## src/rtl/rxc_pkg.sv

```systemverilog
package rxc_pkg;

    // Order of fields fixes the status bit order: {dwell, bytes, frames}
    typedef struct packed {
        logic dur;
        logic bytes;
        logic frames;
    } rxc_cause_t;

    localparam int unsigned RXC_NUM_CAUSES = 3;

endpackage

```

## src/rtl/rxc_occupancy.sv

```systemverilog
module rxc_occupancy #(
    parameter int unsigned LEN_W   = 11,
    parameter int unsigned BYTE_W  = 16,
    parameter int unsigned FRAME_W = 8
) (
    input  logic               clk,
    input  logic               rst_n,
    input  logic               enq_valid,
    input  logic [LEN_W-1:0]   enq_len,
    input  logic               deq_valid,
    input  logic [LEN_W-1:0]   deq_len,
    output logic [FRAME_W-1:0] frames_q_o,
    output logic [BYTE_W-1:0]  bytes_q_o,
    output logic               occupied_d_o
);

    localparam int unsigned SUM_W = BYTE_W + 1;
    localparam logic [FRAME_W-1:0] FRAME_MAX = {FRAME_W{1'b1}};
    localparam logic [BYTE_W-1:0]  BYTE_MAX  = {BYTE_W{1'b1}};

    typedef struct packed {
        logic [FRAME_W-1:0] frames;
        logic [BYTE_W-1:0]  bytes;
    } occ_t;

    occ_t occ_d, occ_q;

    logic             enq_ok;
    logic             deq_ok;
    logic [SUM_W-1:0] add_len;
    logic [SUM_W-1:0] sub_len;
    logic [SUM_W-1:0] grown;
    logic [BYTE_W-1:0] clipped;

    always_comb begin
        occ_d   = occ_q;
        enq_ok  = enq_valid && (occ_q.frames != FRAME_MAX);
        deq_ok  = deq_valid && (occ_q.frames != '0);
        add_len = enq_ok ? SUM_W'(enq_len) : '0;
        sub_len = deq_ok ? SUM_W'(deq_len) : '0;

        grown   = {1'b0, occ_q.bytes} + add_len;
        clipped = grown[SUM_W-1] ? BYTE_MAX : grown[BYTE_W-1:0];

        case ({enq_ok, deq_ok})
            2'b10:   occ_d.frames = occ_q.frames + 1'b1;
            2'b01:   occ_d.frames = occ_q.frames - 1'b1;
            default: occ_d.frames = occ_q.frames;
        endcase

        if ({1'b0, clipped} < sub_len) begin
            occ_d.bytes = '0;
        end else begin
            occ_d.bytes = clipped - sub_len[BYTE_W-1:0];
        end

        if (occ_d.frames == '0) begin
            occ_d.bytes = '0;
        end
    end

    always_ff @(posedge clk) begin
        if (!rst_n) begin
            occ_q <= '0;
        end else begin
            occ_q <= occ_d;
        end
    end

    assign frames_q_o   = occ_q.frames;
    assign bytes_q_o    = occ_q.bytes;
    assign occupied_d_o = (occ_d.frames != '0);

endmodule

```

## src/rtl/rxc_dwell_timer.sv

```systemverilog
module rxc_dwell_timer #(
    parameter int unsigned TIME_W = 16
) (
    input  logic              clk,
    input  logic              rst_n,
    input  logic              tick,
    input  logic              occupied_q,
    input  logic              occupied_d,
    output logic [TIME_W-1:0] elapsed_o
);

    localparam logic [TIME_W-1:0] TIME_MAX = {TIME_W{1'b1}};

    typedef struct packed {
        logic [TIME_W-1:0] elapsed;
    } dwell_t;

    dwell_t dw_d, dw_q;

    always_comb begin
        dw_d = dw_q;
        if (!occupied_d || !occupied_q) begin
            // empty now or freshly started: count from zero
            dw_d.elapsed = '0;
        end else if (tick && (dw_q.elapsed != TIME_MAX)) begin
            dw_d.elapsed = dw_q.elapsed + 1'b1;
        end
    end

    always_ff @(posedge clk) begin
        if (!rst_n) begin
            dw_q <= '0;
        end else begin
            dw_q <= dw_d;
        end
    end

    assign elapsed_o = dw_q.elapsed;

endmodule

```

## src/rtl/rxc_cause_eval.sv

```systemverilog
module rxc_cause_eval
    import rxc_pkg::*;
#(
    parameter int unsigned BYTE_W  = 16,
    parameter int unsigned FRAME_W = 8,
    parameter int unsigned TIME_W  = 16
) (
    input  logic [FRAME_W-1:0] frames,
    input  logic [BYTE_W-1:0]  bytes,
    input  logic [TIME_W-1:0]  elapsed,
    input  logic [TIME_W-1:0]  dur_limit,
    input  logic [BYTE_W-1:0]  byte_limit,
    input  logic [FRAME_W-1:0] frame_limit,
    input  logic               dur_en,
    input  logic               byte_en,
    input  logic               frame_en,
    output rxc_cause_t         cause_o
);

    logic occupied;

    always_comb begin
        occupied       = (frames != '0);
        cause_o.dur    = dur_en   && occupied && (elapsed > dur_limit);
        cause_o.bytes  = byte_en  && (bytes  > byte_limit);
        cause_o.frames = frame_en && (frames > frame_limit);
    end

endmodule

```

## src/rtl/rx_coalesce_irq.sv

```systemverilog
module rx_coalesce_irq
    import rxc_pkg::*;
#(
    parameter int unsigned LEN_W   = 11,
    parameter int unsigned BYTE_W  = 16,
    parameter int unsigned FRAME_W = 8,
    parameter int unsigned TIME_W  = 16
) (
    input  logic               clk,
    input  logic               rst_n,
    input  logic               enq_valid,
    input  logic [LEN_W-1:0]   enq_len,
    input  logic               deq_valid,
    input  logic [LEN_W-1:0]   deq_len,
    input  logic               tick,
    input  logic [TIME_W-1:0]  dur_limit,
    input  logic [BYTE_W-1:0]  byte_limit,
    input  logic [FRAME_W-1:0] frame_limit,
    input  logic               dur_en,
    input  logic               byte_en,
    input  logic               frame_en,
    input  logic               irq_ack,
    output logic               irq,
    output logic               stat_dur,
    output logic               stat_byte,
    output logic               stat_frame
);

    typedef struct packed {
        logic       irq;
        rxc_cause_t stat;
    } ctl_t;

    ctl_t ctl_d, ctl_q;

    logic [FRAME_W-1:0] frame_cnt_w;
    logic [BYTE_W-1:0]  byte_cnt_w;
    logic [TIME_W-1:0]  elapsed_w;
    logic               occupied_next_w;
    rxc_cause_t         cause_w;

    rxc_occupancy #(
        .LEN_W  (LEN_W),
        .BYTE_W (BYTE_W),
        .FRAME_W(FRAME_W)
    ) u_occ (
        .clk         (clk),
        .rst_n       (rst_n),
        .enq_valid   (enq_valid),
        .enq_len     (enq_len),
        .deq_valid   (deq_valid),
        .deq_len     (deq_len),
        .frames_q_o  (frame_cnt_w),
        .bytes_q_o   (byte_cnt_w),
        .occupied_d_o(occupied_next_w)
    );

    rxc_dwell_timer #(
        .TIME_W(TIME_W)
    ) u_dwell (
        .clk       (clk),
        .rst_n     (rst_n),
        .tick      (tick),
        .occupied_q(frame_cnt_w != '0),
        .occupied_d(occupied_next_w),
        .elapsed_o (elapsed_w)
    );

    rxc_cause_eval #(
        .BYTE_W (BYTE_W),
        .FRAME_W(FRAME_W),
        .TIME_W (TIME_W)
    ) u_eval (
        .frames     (frame_cnt_w),
        .bytes      (byte_cnt_w),
        .elapsed    (elapsed_w),
        .dur_limit  (dur_limit),
        .byte_limit (byte_limit),
        .frame_limit(frame_limit),
        .dur_en     (dur_en),
        .byte_en    (byte_en),
        .frame_en   (frame_en),
        .cause_o    (cause_w)
    );

    always_comb begin
        ctl_d     = ctl_q;
        // held until acknowledged; any live cause keeps or sets it
        ctl_d.irq = (ctl_q.irq && !irq_ack) || (|cause_w);
        if (irq_ack) begin
            ctl_d.stat = cause_w;
        end
    end

    always_ff @(posedge clk) begin
        if (!rst_n) begin
            ctl_q <= '0;
        end else begin
            ctl_q <= ctl_d;
        end
    end

    assign irq        = ctl_q.irq;
    assign stat_dur   = ctl_q.stat.dur;
    assign stat_byte  = ctl_q.stat.bytes;
    assign stat_frame = ctl_q.stat.frames;

endmodule

```

## config.mk

```make
export PLATFORM = sky130hd
export DESIGN_NAME = rx_coalesce_irq
export DESIGN_NICKNAME = d
export VERILOG_FILES = /design/src/rtl/rxc_pkg.sv /design/src/rtl/rxc_occupancy.sv /design/src/rtl/rxc_dwell_timer.sv /design/src/rtl/rxc_cause_eval.sv /design/src/rtl/rx_coalesce_irq.sv
export SDC_FILE = /design/constraint.sdc
export NUM_CORES = 1
export LEC_CHECK = 0
export BUFFER_PORTS_ARGS = -buffer_cell sky130_fd_sc_hd__buf_2
export CAP_MARGIN = 20
export CELL_PAD_IN_SITES_DETAIL_PLACEMENT = 1
export CELL_PAD_IN_SITES_GLOBAL_PLACEMENT = 1
export CORE_MARGIN = 2
export CORE_UTILIZATION = 42
export CTS_CLUSTER_SIZE = 20
export DETAILED_ROUTE_END_ITERATION = 6
export PLACE_DENSITY = 0.81
export SLEW_MARGIN = 25
export SYNTH_ARGS = -nofsm -noshare
export SYNTH_HDL_FRONTEND = slang
export SYNTH_SLANG_ARGS = --single-unit
```

## constraint.sdc

```tcl
create_clock -name clk -period 5.6 [get_ports clk]
set_input_delay 1.12 -clock clk [delete_from_list [all_inputs] [get_ports clk]]
set_output_delay 1.12 -clock clk [all_outputs]
set_load 0.005 [all_outputs]
```

==> Word-level counts from Yosys, hierarchy flattened <==
Cells that the tools add are included.
{ "word_totals": {"register_bits": 44, "latch_bits": 0, "ram_bits": 0, "rom_bits": 0, "input_bits": 71, "output_inout_bits": 4, "elab_cells": 44, "n_memories": 0} }
{ "classes": {"add_sub_neg": 5, "mul": 0, "div": 0, "magnitude_cmp": 4, "eq_ne": 4, "shifts": 0, "n_mux": 4, "bitwise_logic": 1, "reduce_logical": 19} }
{ "op_table": {"columns": ["operator", "count"], "rows": [
  ["$gt 16x16->1", 2],
  ["$mux 11", 2],
  ["$add 16x17->17", 1],
  ["$lt 16x17->1", 1],
  ["$add 16x1->16 const B", 1],
  ["$mux 16", 1],
  ["$ne 16x16->1 const B", 1],
  ["$pmux 8 s2", 1],
  ["$reduce_bool 8->1", 2],
  ["$sub 16x16->16", 1],
  ["$add 8x1->8 const B", 1],
  ["$gt 8x8->1", 1],
  ["$logic_and 1x1->1", 8],
  ["$logic_not 8->1", 1],
  ["$ne 8x8->1 const B", 1],
  ["$sub 8x1->8 const B", 1],
  ["$reduce_or 3->1", 2],
  ["$logic_not 1->1", 3],
  ["$eq 2x1->1 const B", 1],
  ["$eq 2x2->1 const B", 1],
  ["$logic_or 1x1->1", 2],
  ["$reduce_or 2->1", 1],
  ["$not 1->1", 1]
]} }

==> Depth between registers and ports, before layout <==
Gate-level depths: netlist of the first run.
{ "logic_depth": {"ltp_word": 8, "depth_mapped": 24, "mapped_depth_nobuf": 22} }

==> Hierarchy <==
A second synthesis of the first run with hierarchy kept.
{ "unflattened": {"hier_cells": 561, "area_unflattened_um2": 4464.3} }
{ "modules_own_cells": {"columns": ["mod", "n_inst", "cells_per_inst", "area_per_inst_um2", "seq_area_each_um2"], "rows": [
  ["rxc_occupancy", 1, 309, 2433.6, 480.5],
  ["rxc_cause_eval", 1, 144, 1038.5, 0.0],
  ["rxc_dwell_timer", 1, 93, 829.5, 320.3],
  ["rx_coalesce_irq", 1, 15, 162.7, 80.1]
]} }

==> Worst setup path before layout of the first run <==
No wires, ideal clock.
{ "synth_path": {"path_type": "in2reg", "start": "input enq_valid", "end": "register u_occ.occ_q, in the netlist u_occ.bytes_q_o[7]", "setup_ps": 115, "arrival_ps": 4846, "required_time_ps": 5485, "path_slack_ps": 640, "stages": 23, "n_path_buf": 2, "path_cell_list": "o21a_1 clkbuf_1 and2_1 ha_1 inv_1 fa_1 nor2b_1 o31a_1 o21ai_0 nand2b_1 a21boi_0 xor2_1 nand2_1 ha_1 nand2_1 o21ai_1 or4_1 o22ai_1 nor2b_2 nand4_2 o22ai_4 buf_6 nor2_1"} }
{ "synth_between": {"elab_chain_len": 6, "elab_cells_between_ends": 11, "classes_between": "add/sub (2); order compare (1); eq/ne (2); mux (3); reduce/logical (3)"} }
{ "synth_rtl": {"columns": ["item", "line", "text"], "rows": [
  ["start: declaration", "rx_coalesce_irq.sv:11", "input logic enq_valid,"],
  ["$logic_and 1x1->1 (*)", "rxc_occupancy.sv:37", "enq_ok = enq_valid && (occ_q.frames != FRAME_MAX);"],
  ["$mux 11", "rxc_occupancy.sv:39", "add_len = enq_ok ? SUM_W'(enq_len) : '0;"],
  ["$add 16x17->17", "rxc_occupancy.sv:42", "grown = {1'b0, occ_q.bytes} + add_len;"],
  ["$mux 16", "rxc_occupancy.sv:43", "clipped = grown[SUM_W-1] ? BYTE_MAX : grown[BYTE_W-1:0];"],
  ["$lt 16x17->1", "rxc_occupancy.sv:51", "if ({1'b0, clipped} < sub_len) begin"],
  ["$reduce_or 3->1 (no source line)", null, null],
  ["end signal: assignment", "rxc_occupancy.sv:64", "occ_q <= '0;"],
  ["end signal: assignment", "rxc_occupancy.sv:66", "occ_q <= occ_d;"],
  ["end: declaration", "rxc_occupancy.sv:26", "occ_t occ_d, occ_q;"]
]} }
Every way passes the cells marked *; elsewhere a longest branch is shown, timed or not.
A chain may end at the register's enable or synchronous reset.

==> Worst setup path in the final report of the first run <==
{ "layout_path": {"start": "input enq_valid", "end": "register u_occ.occ_q, in the netlist u_occ.bytes_q_o[3]"} }
The elaborated chain is that of the path after synthesis.

==> results of run 1 <==
## metal layers
metal / GRT usage / routed length (um)
met3: 0.0262 / 318
met2: 0.398 / 5740
met4: 0.0390 / 115
met1: 0.264 / 5260
met5: 0 / 0
## layout make-up
| type | instances | share of cell area |
|---|---|---|
| multi-input cells | 434 | 0.636 |
| flip-flops and latches | 44 | 0.178 |
| repair buffers | 81 | 0.0881 |
| inverters | 54 | 0.0410 |
| well taps | 133 | 0.0337 |
| clock buffers | 5 | 0.0139 |
| clock inverters | 3 | 0.00962 |
## per-stage QoR
stage | util | std cells
final | 0.503 | 754
after global routing | 0.503 | 754
after CTS | 0.503 | 754
after detailed placement | 0.492 | 746
after global placement | 0.492 | 746
after floorplan | - | 540
## worst register-to-register path, stage by stage, from the launching register on
cell,delay [ns]
dfxtp_1,0.47
nand4_1,0.15
o21a_1,0.25
buf_4,0.18
and2_1,0.16
ha_1,0.31
nor2b_1,0.17
o31a_1,0.28
a21oi_2,0.26
nand2_1,0.13
nand3_1,0.29
nand2_1,0.11
ha_1,0.36
a21oi_1,0.21
o21ai_1,0.10
or4_1,0.40
o22ai_1,0.24
nor2b_2,0.24
nand4_2,0.15
o22ai_4,0.19
buf_12,0.15
nor3_1,0.05
## cell usage in the layout, fill, tap and decap left out, drive strengths merged, types with 15 or more instances in the layout
cell type / count
a21o: 15
nand3: 18
buf: 81
a21oi: 29
nand4: 18
ha: 70
o21ai: 23
inv: 54
xor2: 21
dfxtp: 44
nand2: 52
nor2: 60
## logic make-up (layout without fill, tap and decap cells)
kind of cell    count (synthesis)  count (layout)  synth area share
compound gates                113             113             0.190
xor+xnor                       35              35            0.0718
fa+ha+maj                      73              73             0.219
buf+inv                        62             143            0.0575
flops                          44              44             0.206
mux                             5               5            0.0147
simple gates                  208             208             0.240
## worst max path at each step
| stage | from | end | slack (ns) | cells past startpoint |
|---|---|---|---|---|
| 2_1_floorplan | enq_valid | u_occ.bytes_q_o[7]$_SDFF_PP0_ | 0.64 | 23 |
| 5_1_grt | enq_valid | u_occ.bytes_q_o[3]$_SDFF_PP0_ | 0.16 | 21 |
| 4_1_cts | enq_valid | u_occ.bytes_q_o[3]$_SDFF_PP0_ | 0.44 | 21 |
| 3_5_place_dp | enq_valid | u_occ.bytes_q_o[13]$_SDFF_PP0_ | 0.13 | 21 |
| 3_3_place_gp | enq_valid | u_occ.bytes_q_o[3]$_SDFF_PP0_ | 0.28 | 21 |
| 6_report | enq_valid | u_occ.bytes_q_o[3]$_SDFF_PP0_ | 0.47 | 21 |
## power by group through the flow
stage | Clock, W | Sequential, W | Combinational, W
floorplan | 0 | 0.000440 | 0.00117
global placement | 0 | 0.000467 | 0.00148
detailed placement | 0 | 0.000468 | 0.00155
CTS | 0.000262 | 0.000462 | 0.00156
global route | 0.000276 | 0.000471 | 0.00175
finish | 0.000257 | 0.000464 | 0.00155
## registers in the layout, summed over array words and instances, names as in the netlist
signal / count
stat_frame: 1
u_dwell.elapsed_o: 16
irq: 1
u_occ.frames_q_o: 8
stat_dur: 1
stat_byte: 1
u_occ.bytes_q_o: 16
==> metrics.md, run 1 <==
| Metric | Value |
|---|---|
| Final HPWL DP | `9660 um` |
| CTS tree | `built` |
| Setup CP Type | `in -> reg` |
| Buffer and inverter count on the worst path | `3` |
| Sink Count | `44` |
| Crit path DAT | `5.32 ns` |
| CP max stage delay | `0.40 ns` |
| WHS | `0.517 ns` |
| Fraction of layout instances using a drive strength above 1 | `0.171` |
| Chip Height | `105 um` |
| Slowest cell on the critical path | `or4_1` |
| Initial antenna violation count | `0` |
| Count of state elements after synthesis | `44` |
| Syn Std Cell Area | `4270 um^2` |
| Seq pwr share | `0.205` |
| Vias post-DR | `4041` |
| H-tree levels | `2` |
| Worst Hold Class | `reg -> reg` |
| WL/cell | `15.2 um` |
| Worst EP required | `5.80 ns` |
| Total CTS buffers | `5` |
| Fraction of synthesis flops using an asynchronous set or reset pin | `0` |
| RSZ-0062 raised after global routing | `no` |
| Fin crit share | `0.916` |
| Global-route wire length before repair | `19600 um` |
| Hold path startpoint | `stat_byte$_SDFFE_PN0P_` |
| Initial core utilization | `0.435` |
| Clk root buf | `clkbuf_8` |
| Fin nets | `764` |
| Relative slew slack | `0.554` |
| Worst IR Drop VDD | `195 uV` |
| Cell taking the most area after synthesis | `dfxtp_1` |
| Clock skew | `0.00806 ns` |
| Yosys cell types | `66` |
| Status | `completed` |
| Finish-stage setup viols | `0` |
| Filler cells | `1285` |
| Hold path cells | `2` |
| Pwr/cell area | `458 nW/um^2` |
| DRC | `0` |
| Synth cell count leaders | `70 x ha_1, 60 x nor2_1, 54 x inv_1` |
| Via-to-Cell Ratio | `5.36` |
| Flop-to-flop setup slack | `0.65 ns` |
| Gp weighted congestion | `0.869` |
| R2R Path End | `u_occ.bytes_q_o[3]$_SDFF_PP0_` |
| Total Neg Setup Slack | `0 ns` |
| Setup slack after layout | `0.472 ns` |
| Startpoint Class | `input port` |
| Die area | `11000 um^2` |
| Row count | `36` |
| Number of port buffers | `74` |
| Vias in the first global route | `4261` |
| Synthesis-to-layout area growth | `15.8%` |
| Syn Area/Cell | `7.90 um^2` |
| Max Clk Rate | `195 MHz` |
| Maxcap violations | `0` |
| Pin count of the biggest net entering global routing | `21` |
| R2r startpoint | `u_occ.frames_q_o[6]$_SDFF_PN0_` |
| Clock Pin Slew Worst Setup and Hold Paths | `0.09 ns` |
| Postcts setup bufs | `0` |
| EDFF count, synth | `0` |
| Register area share after synthesis | `0.206` |
| Most used DFF post-synth | `dfxtp_1` |
| N_diodes | `0` |
| Critical path cell sequence | `buf_2, o21a_1, buf_4, and2_1, ha_1, nor2b_1, o31a_1, a21oi_2, nand2_1, nand3_1, nand2_1, ha_1, a21oi_1, o21ai_1, or4_1, o22ai_1, nor2b_2, nand4_2, o22ai_4, buf_12, nor3_1` |
| Clock network fraction of design power | `0.114` |
| Worst skew pair latency | `0.31 ns` |
| Count leader, synth | `ha_1` |
| Synth warn | `0` |
| Leak pwr | `2.44 nW` |
| Multi-input logic area | `3140 um^2` |
| Chip Width | `105 um` |
| Pwr Total | `0.00227 W` |
| Crit-path max FO | `11` |
| Final Max Tran Viols | `0` |
| Sw frac | `0.476` |
| Hold path endpoint | `stat_byte$_SDFFE_PN0P_` |
| Fin area | `4940 um^2` |
| Pint | `0.00119 W` |
| Post_cts resized | `0` |
| Synth area leaders | `dfxtp_1 21%, ha_1 21%, nor2_1 5.3%, inv_1 4.7%, nand2_1 4.6%` |
| Synth top area share | `0.206` |
| Routed WL | `11400 um` |
| NetSw | `0.00108 W` |
| Pre-CTS setup slack | `0.130 ns` |
| Critical Path End Type | `flip-flop` |
| GRT Total Usage | `0.214` |
| # IOs | `75` |
| Worst slew pin tran | `0.669 ns` |
| Synth Net Count | `684` |
| Area of the core | `9820 um^2` |
| Final hold violations | `0` |
| CTS max path bufs | `2` |
| Worst path top cell family by delay | `simple AND/OR/NAND/NOR gates` |
| Combinational power share | `0.682` |
| Post-Syn Instances | `540` |
| Remaining antenna violation count | `0` |
| 1st-iter DRT viols | `94` |
| Cells on worst reg2reg path | `21` |
| Drt pass-1 iters | `4` |
| Register area | `881 um^2` |
| Final min period | `5.13 ns` |
| Total gr overflow | `0` |
| Post-CTS Hold Buffers | `0` |
| Dpl cell area | `4830 um^2` |
Note: power is estimated with default switching activity, not from simulation.
==> inputs of run 2 (changes only) <==
- CORE_UTILIZATION: 42 -> 43
- PLACE_DENSITY: 0.81 -> 0.82
- SYNTH_HIERARCHICAL: unset -> 1
==> metrics.md, run 2 <==
| Metric | Value |
|---|---|
| Syn Std Cell Area | `4460 um^2` |
| Number of port buffers | `74` |
| CTS tree | `built` |
| Status | `completed` |
| Pwr/cell area | `443 nW/um^2` |
| Pre-CTS setup slack | `-0.200 ns` |
| Post-Syn Instances | `561` |
| Remaining antenna violation count | `0` |
| Initial core utilization | `0.438` |
| Critical Path End Type | `flip-flop` |
| Pin count of the biggest net entering global routing | `19` |
| H-tree levels | `2` |
| Fin cells | `793` |
| Synth cell count leaders | `70 x ha_1, 59 x inv_1, 44 x dfxtp_1` |
| Synth area leaders | `dfxtp_1 20%, ha_1 20%, inv_1 5.0%, a21oi_1 4.5%, nand2_1 3.5%` |
| Total gr overflow | `0` |
| Hold path startpoint | `u_dwell/elapsed_o[11]$_SDFFE_PP0P_` |
| Clock network fraction of design power | `0.113` |
| Most frequent cells in the layout | `74 x buf_2, 70 x ha_1, 59 x inv_1` |
| Sink Count | `44` |
| Flop-to-flop setup slack | `0.39 ns` |
| Cell taking the most area after synthesis | `dfxtp_1` |
| CTS max path bufs | `2` |
| M1 wire length | `6020 um` |
| Worst Hold Class | `reg -> reg` |
| DR WL met3 | `510 um` |
| Setup slack after layout | `0.226 ns` |
| Row count | `37` |
| Cells on worst reg2reg path | `21` |
| Global-route wire length before repair | `21900 um` |
| Final hold violations | `0` |
| Die area | `11200 um^2` |
| Post-CTS Hold Buffers | `0` |
| Pint | `0.00125 W` |
| Fin nets | `800` |
| Most used DFF post-synth | `dfxtp_1` |
| Startpoint Class | `input port` |
| Via-to-Cell Ratio | `5.74` |
| Maxcap violations | `0` |
| Clock Pin Slew Worst Setup and Hold Paths | `0.09 ns` |
| Clock skew | `0.00902 ns` |
| Fraction of synthesis flops using an asynchronous set or reset pin | `0` |
| Clk root buf | `clkbuf_8` |
| WHS | `0.526 ns` |
| Final HPWL DP | `11200 um` |
| Fin crit share | `0.960` |
| Worst EP required | `5.80 ns` |
| WL/cell | `17.1 um` |
| R2r startpoint | `u_occ/frames_q_o[5]$_SDFF_PN0_` |
| Core Util, Final | `0.521` |
| Seq pwr share | `0.190` |
| Synth top area share | `0.197` |
| Gp weighted congestion | `0.909` |
| R2R Path End | `u_occ/bytes_q_o[6]$_SDFF_PP0_` |
| Hold path cells | `2` |
| Register area share after synthesis | `0.197` |
| GRT Total Usage | `0.241` |
| Worst IR Drop VDD | `250 uV` |
| Commonest non-fill, non-tap cell in the layout | `buf_2` |
| Total Neg Setup Slack | `0 ns` |
| Final min period | `5.37 ns` |
| Max Clk Rate | `186 MHz` |
| EDFF count, synth | `0` |
| Chip Height | `106 um` |
| Routed WL | `13600 um` |
| Count of state elements after synthesis | `44` |
| # IOs | `75` |
| Worst skew pair latency | `0.31 ns` |
| Drt pass-1 iters | `5` |
| Leak pwr | `2.60 nW` |
| Initial antenna violation count | `0` |
| Setup CP Type | `in -> reg` |
| Syn Area/Cell | `7.96 um^2` |
| Routed wl met2 | `6830 um` |
| Crit-path max FO | `12` |
| Final Max Tran Viols | `0` |
| Synthesis-to-layout area growth | `18.8%` |
| DRC | `0` |
| Fraction of layout instances using a drive strength above 1 | `0.196` |
| Yosys cell types | `66` |
| Synth Net Count | `705` |
| Hold path endpoint | `u_dwell/elapsed_o[11]$_SDFFE_PP0P_` |
| Finish-stage setup viols | `0` |
| Combinational power share | `0.696` |
| Relative slew slack | `0.527` |
| 1st-iter DRT viols | `122` |
| Placed cells | `784` |
| Vias in the first global route | `4709` |
| N_diodes | `0` |
| Worst slew pin tran | `0.708 ns` |
| Crit path DAT | `5.58 ns` |
| Total CTS buffers | `5` |
| NetSw | `0.00110 W` |
| Synth warn | `6` |
| DR top layer | `met4` |
| Area of the core | `10200 um^2` |
| Count leader, synth | `ha_1` |
| Sw frac | `0.469` |
| Vias post-DR | `4552` |
| Chip Width | `106 um` |
==> run 2: cell types whose count changed in the layout (fill, tap and decap cells not counted), sizes merged, moves of 4 or more <==
cell,delta
a211oi,+9
a21oi,+13
buf,+16
inv,+5
nand2,-9
nor2,-23
nor3,+4
nor4,+4
o211ai,+6
xnor2,-4
xor2,-5
==> run 2: cell type report <==
type | count | area [um^2]
Clock inverter | 2 | 38.8
Clock buffer | 6 | 82.6
Tap cell | 136 | 170
Sequential cell | 44 | 881
Multi-Input combinational cell | 449 | 3340
Inverter | 59 | 221
Timing Repair Buffer | 97 | 568
Fill cell | 1313 | 4880
==> run 2: kinds of logic after synthesis <==
kind of cell	after synthesis	synth area share
compound gates	147	0.233
xor+xnor	26	0.0510
fa+ha+maj	73	0.210
buf+inv	68	0.0603
flops	44	0.197
mux	7	0.0157
simple gates	196	0.233
==> run 2: power by group through the flow <==
stage | Clock (W) | Combinational, W | Sequential, W
5_1_grt | 0.000284 | 0.00180 | 0.000457
2_1_floorplan | 0 | 0.00107 | 0.000442
6_report | 0.000266 | 0.00164 | 0.000447
3_5_place_dp | 0 | 0.00155 | 0.000454
4_1_cts | 0.000270 | 0.00157 | 0.000447
3_3_place_gp | 0 | 0.00147 | 0.000452
==> run 2: how the worst max path moves through the flow <==
stage | from | end | slack, ns | depth (start not counted)
6_report | enq_valid | u_occ/bytes_q_o[6]$_SDFF_PP0_ | 0.23 | 21
5_1_grt | enq_valid | u_occ/bytes_q_o[6]$_SDFF_PP0_ | -0.01 | 22
4_1_cts | enq_valid | u_occ/bytes_q_o[4]$_SDFF_PP0_ | 0.07 | 22
3_5_place_dp | enq_valid | u_occ/bytes_q_o[8]$_SDFF_PP0_ | -0.20 | 22
3_3_place_gp | enq_valid | u_occ/bytes_q_o[8]$_SDFF_PP0_ | 0.04 | 22
2_1_floorplan | enq_valid | u_occ/bytes_q_o[4]$_SDFF_PP0_ | 0.02 | 22
==> run 2: routing by layer <==
metal / GRT usage / up-vias
li1: - / 2237
met4: 0.0742 / 0
met3: 0.0282 / 16
met1: 0.299 / 2196
met5: 0 / -
met2: 0.435 / 103
==> run 2: timing repair <==
action	4_1_cts	5_1_grt
gates resized for setup	0	6
setup endpoints to repair	0	16
setup buffers	0	1
==> run 2: critical path, cell delays in order <==
cell      delay (ns)
buf_2           0.10
o21a_1          0.14
and2_1          0.18
ha_1            0.20
fa_1            0.40
a211oi_2        0.25
o211ai_1        0.16
a2111o_1        0.45
nand4_1         0.12
buf_4           0.21
nand2b_1        0.14
fa_1            0.47
a21o_1          0.18
a21oi_2         0.15
o21ai_1         0.14
a41o_1          0.29
nor3_2          0.19
nor3b_4         0.27
a211o_4         0.21
buf_12          0.13
nor2_1          0.05
==> run 2: through the flow <==
step / area, um^2 / total power [W]
2_1_floorplan: 4470 / 0.00151
3_3_place_gp: 5150 / 0.00192
3_5_place_dp: 5150 / 0.00201
4_1_cts: 5270 / 0.00229
5_1_grt: 5310 / 0.00254
6_report: 5310 / 0.00235
==> inputs of run 3 (changes only) <==
- BUFFER_PORTS_ARGS: -buffer_cell sky130_fd_sc_hd__buf_2 -> unset
- CORE_UTILIZATION: 43 -> 48
- DONT_BUFFER_PORTS: unset -> 1
- PLACE_DENSITY: 0.82 -> 0.81
==> metrics.md, run 3 (same netlist as run 2, synthesis figures left out) <==
| Metric | Value |
|---|---|
| Status | `completed` |
| Synthesis-to-layout area growth | `8.13%` |
| Chip Height | `100 um` |
| Post-CTS Hold Buffers | `0` |
| Total CTS buffers | `5` |
| Via-to-Cell Ratio | `6.18` |
| Setup CP Type | `in -> reg` |
| Buffer and inverter count on the worst path | `3` |
| CTS tree | `built` |
| R2r startpoint | `u_occ/frames_q_o[6]$_SDFF_PN0_` |
| Pwr/cell area | `463 nW/um^2` |
| Vias post-DR | `4265` |
| Final hold violations | `0` |
| Clk root buf | `clkbuf_8` |
| Worst Hold Class | `reg -> reg` |
| Drt pass-1 iters | `4` |
| Crit-path max FO | `11` |
| Worst skew pair latency | `0.30 ns` |
| Remaining antenna violation count | `0` |
| Initial core utilization | `0.488` |
| Global-route wire length before repair | `21100 um` |
| Final HPWL DP | `10700 um` |
| Final min period | `5.31 ns` |
| Fraction of layout instances using a drive strength above 1 | `0.0817` |
| R2R Path End | `u_occ/bytes_q_o[13]$_SDFF_PP0_` |
| CTS max path bufs | `2` |
| CP max stage delay | `0.45 ns` |
| Hold path startpoint | `u_dwell/elapsed_o[15]$_SDFFE_PP0P_` |
| Relative slew slack | `0.470` |
| Worst path top cell family by delay | `compound AO/OA/AOI/OAI gates` |
| 1st-iter DRT viols | `108` |
| Crit path DAT | `5.50 ns` |
| Sink Count | `44` |
| Number of port buffers | `0` |
| Critical path cell sequence | `o21a_1, buf_4, and2_1, fa_1, a211oi_2, o211ai_1, a2111o_1, nand4_1, nor2b_1, ha_1, inv_1, fa_1, a21o_1, a21oi_2, o21ai_0, a41o_1, nor3_2, nor3b_2, a211o_2, buf_4, nor2_1` |
| Gp weighted congestion | `0.890` |
| Hold path cells | `2` |
| Final Max Tran Viols | `0` |
| Finish-stage setup viols | `0` |
| Clock skew | `0.0151 ns` |
| H-tree levels | `2` |
| Max Clk Rate | `188 MHz` |
| Total gr overflow | `0` |
| Flop-to-flop setup slack | `0.36 ns` |
| Chip Width | `100 um` |
| Fin crit share | `0.948` |
| Commonest non-fill, non-tap cell in the layout | `ha_1` |
| Pre-CTS setup slack | `-0.0790 ns` |
| Fin nets | `718` |
| Routed WL | `13100 um` |
| Clock Pin Slew Worst Setup and Hold Paths | `0.10 ns` |
| Worst slew pin tran | `0.793 ns` |
| Die area | `10100 um^2` |
| Hold path endpoint | `u_dwell/elapsed_o[15]$_SDFFE_PP0P_` |
| Area of the core | `9150 um^2` |
| Dpl cell area | `4680 um^2` |
| Most frequent cells in the layout | `70 x ha_1, 59 x inv_1, 44 x dfxtp_1` |
| GRT Total Usage | `0.262` |
| RSZ-0062 raised after global routing | `no` |
| Pin count of the biggest net entering global routing | `19` |
| Row count | `35` |
| Maxcap violations | `0` |
| Initial antenna violation count | `5` |
| WL/cell | `19.0 um` |
| Fin area | `4830 um^2` |
| Vias in the first global route | `4395` |
| Cells on worst reg2reg path | `22` |
| Leak pwr | `2.26 nW` |
| Critical Path End Type | `flip-flop` |
| # IOs | `75` |
| Worst IR Drop VDD | `256 uV` |
| Startpoint Class | `input port` |
| Slowest cell on the critical path | `a2111o_1` |
| Filler cells | `1126` |
| Setup slack after layout | `0.291 ns` |
| Worst EP required | `5.79 ns` |
| DRC | `0` |
## run 3: worst max-delay path by stage
stage,to,slack (ns),cells after the start,from
after floorplan,u_occ/bytes_q_o[4]$_SDFF_PP0_,0.02,22,enq_valid
after detailed placement,u_occ/bytes_q_o[14]$_SDFF_PP0_,-0.08,21,enq_valid
final,u_occ/bytes_q_o[13]$_SDFF_PP0_,0.29,21,enq_valid
after global routing,u_occ/bytes_q_o[15]$_SDFF_PP0_,0.02,19,enq_valid
after CTS,u_occ/bytes_q_o[13]$_SDFF_PP0_,0.22,21,enq_valid
after global placement,u_occ/bytes_q_o[10]$_SDFF_PP0_,0.13,21,enq_valid
## run 3: cell type report
cell class | count | area (um^2) | area share
sequential | 44 | 881 | 0.182
antenna | 4 | 10.0 | 0.00207
timing repair buffer | 15 | 125 | 0.0259
multi-input combinational | 449 | 3330 | 0.690
clock buffer | 6 | 82.6 | 0.0171
tap | 111 | 139 | 0.0288
clock inverter | 2 | 38.8 | 0.00804
inverter | 59 | 221 | 0.0459
## run 3: routing by layer
layer  global-route usage  wire, um
met5                    0        13
met4               0.0727       236
met3               0.0487       585
met2                0.461      6290
met1                0.327      5980
## run 3: worst reg2reg max path: cells and delay by family (launching register included)
kind,cells,cell delay (ns)
DFF,1,0.50
AOI/OAI and AO/OA,9,2.17
and+or+nand+nor,7,1.04
adders and majority gates,3,1.03
buffers and inverters,3,0.40
## run 3: repair_timing
action	in CTS	in global routing
resized for setup	0	2
endpoints found under the setup margin	0	16
buffers inserted	0	1
## run 3: through the flow
stage / cells / power [W] / hold slack [ns] / utilization / setup TNS [ns]
after global placement: 677 / 0.00184 / 0.492 / 0.511 / 0
after floorplan: 561 / 0.00151 / 0.477 / - / 0
after global routing: 690 / 0.00243 / 0.570 / 0.527 / 0
after detailed placement: 677 / 0.00193 / 0.516 / 0.511 / -1.12
final: 690 / 0.00223 / 0.533 / 0.527 / 0
after CTS: 685 / 0.00221 / 0.532 / 0.524 / 0
## run 3: report_power, final
| part | total (W) | switching (W) | internal (W) |
|---|---|---|---|
| combinational | 0.00150 | 0.000851 | 0.000653 |
| sequential | 0.000465 | 0.0000847 | 0.000381 |
| clock | 0.000264 | 0.000118 | 0.000146 |
| total | 0.00223 | 0.00105 | 0.00118 |
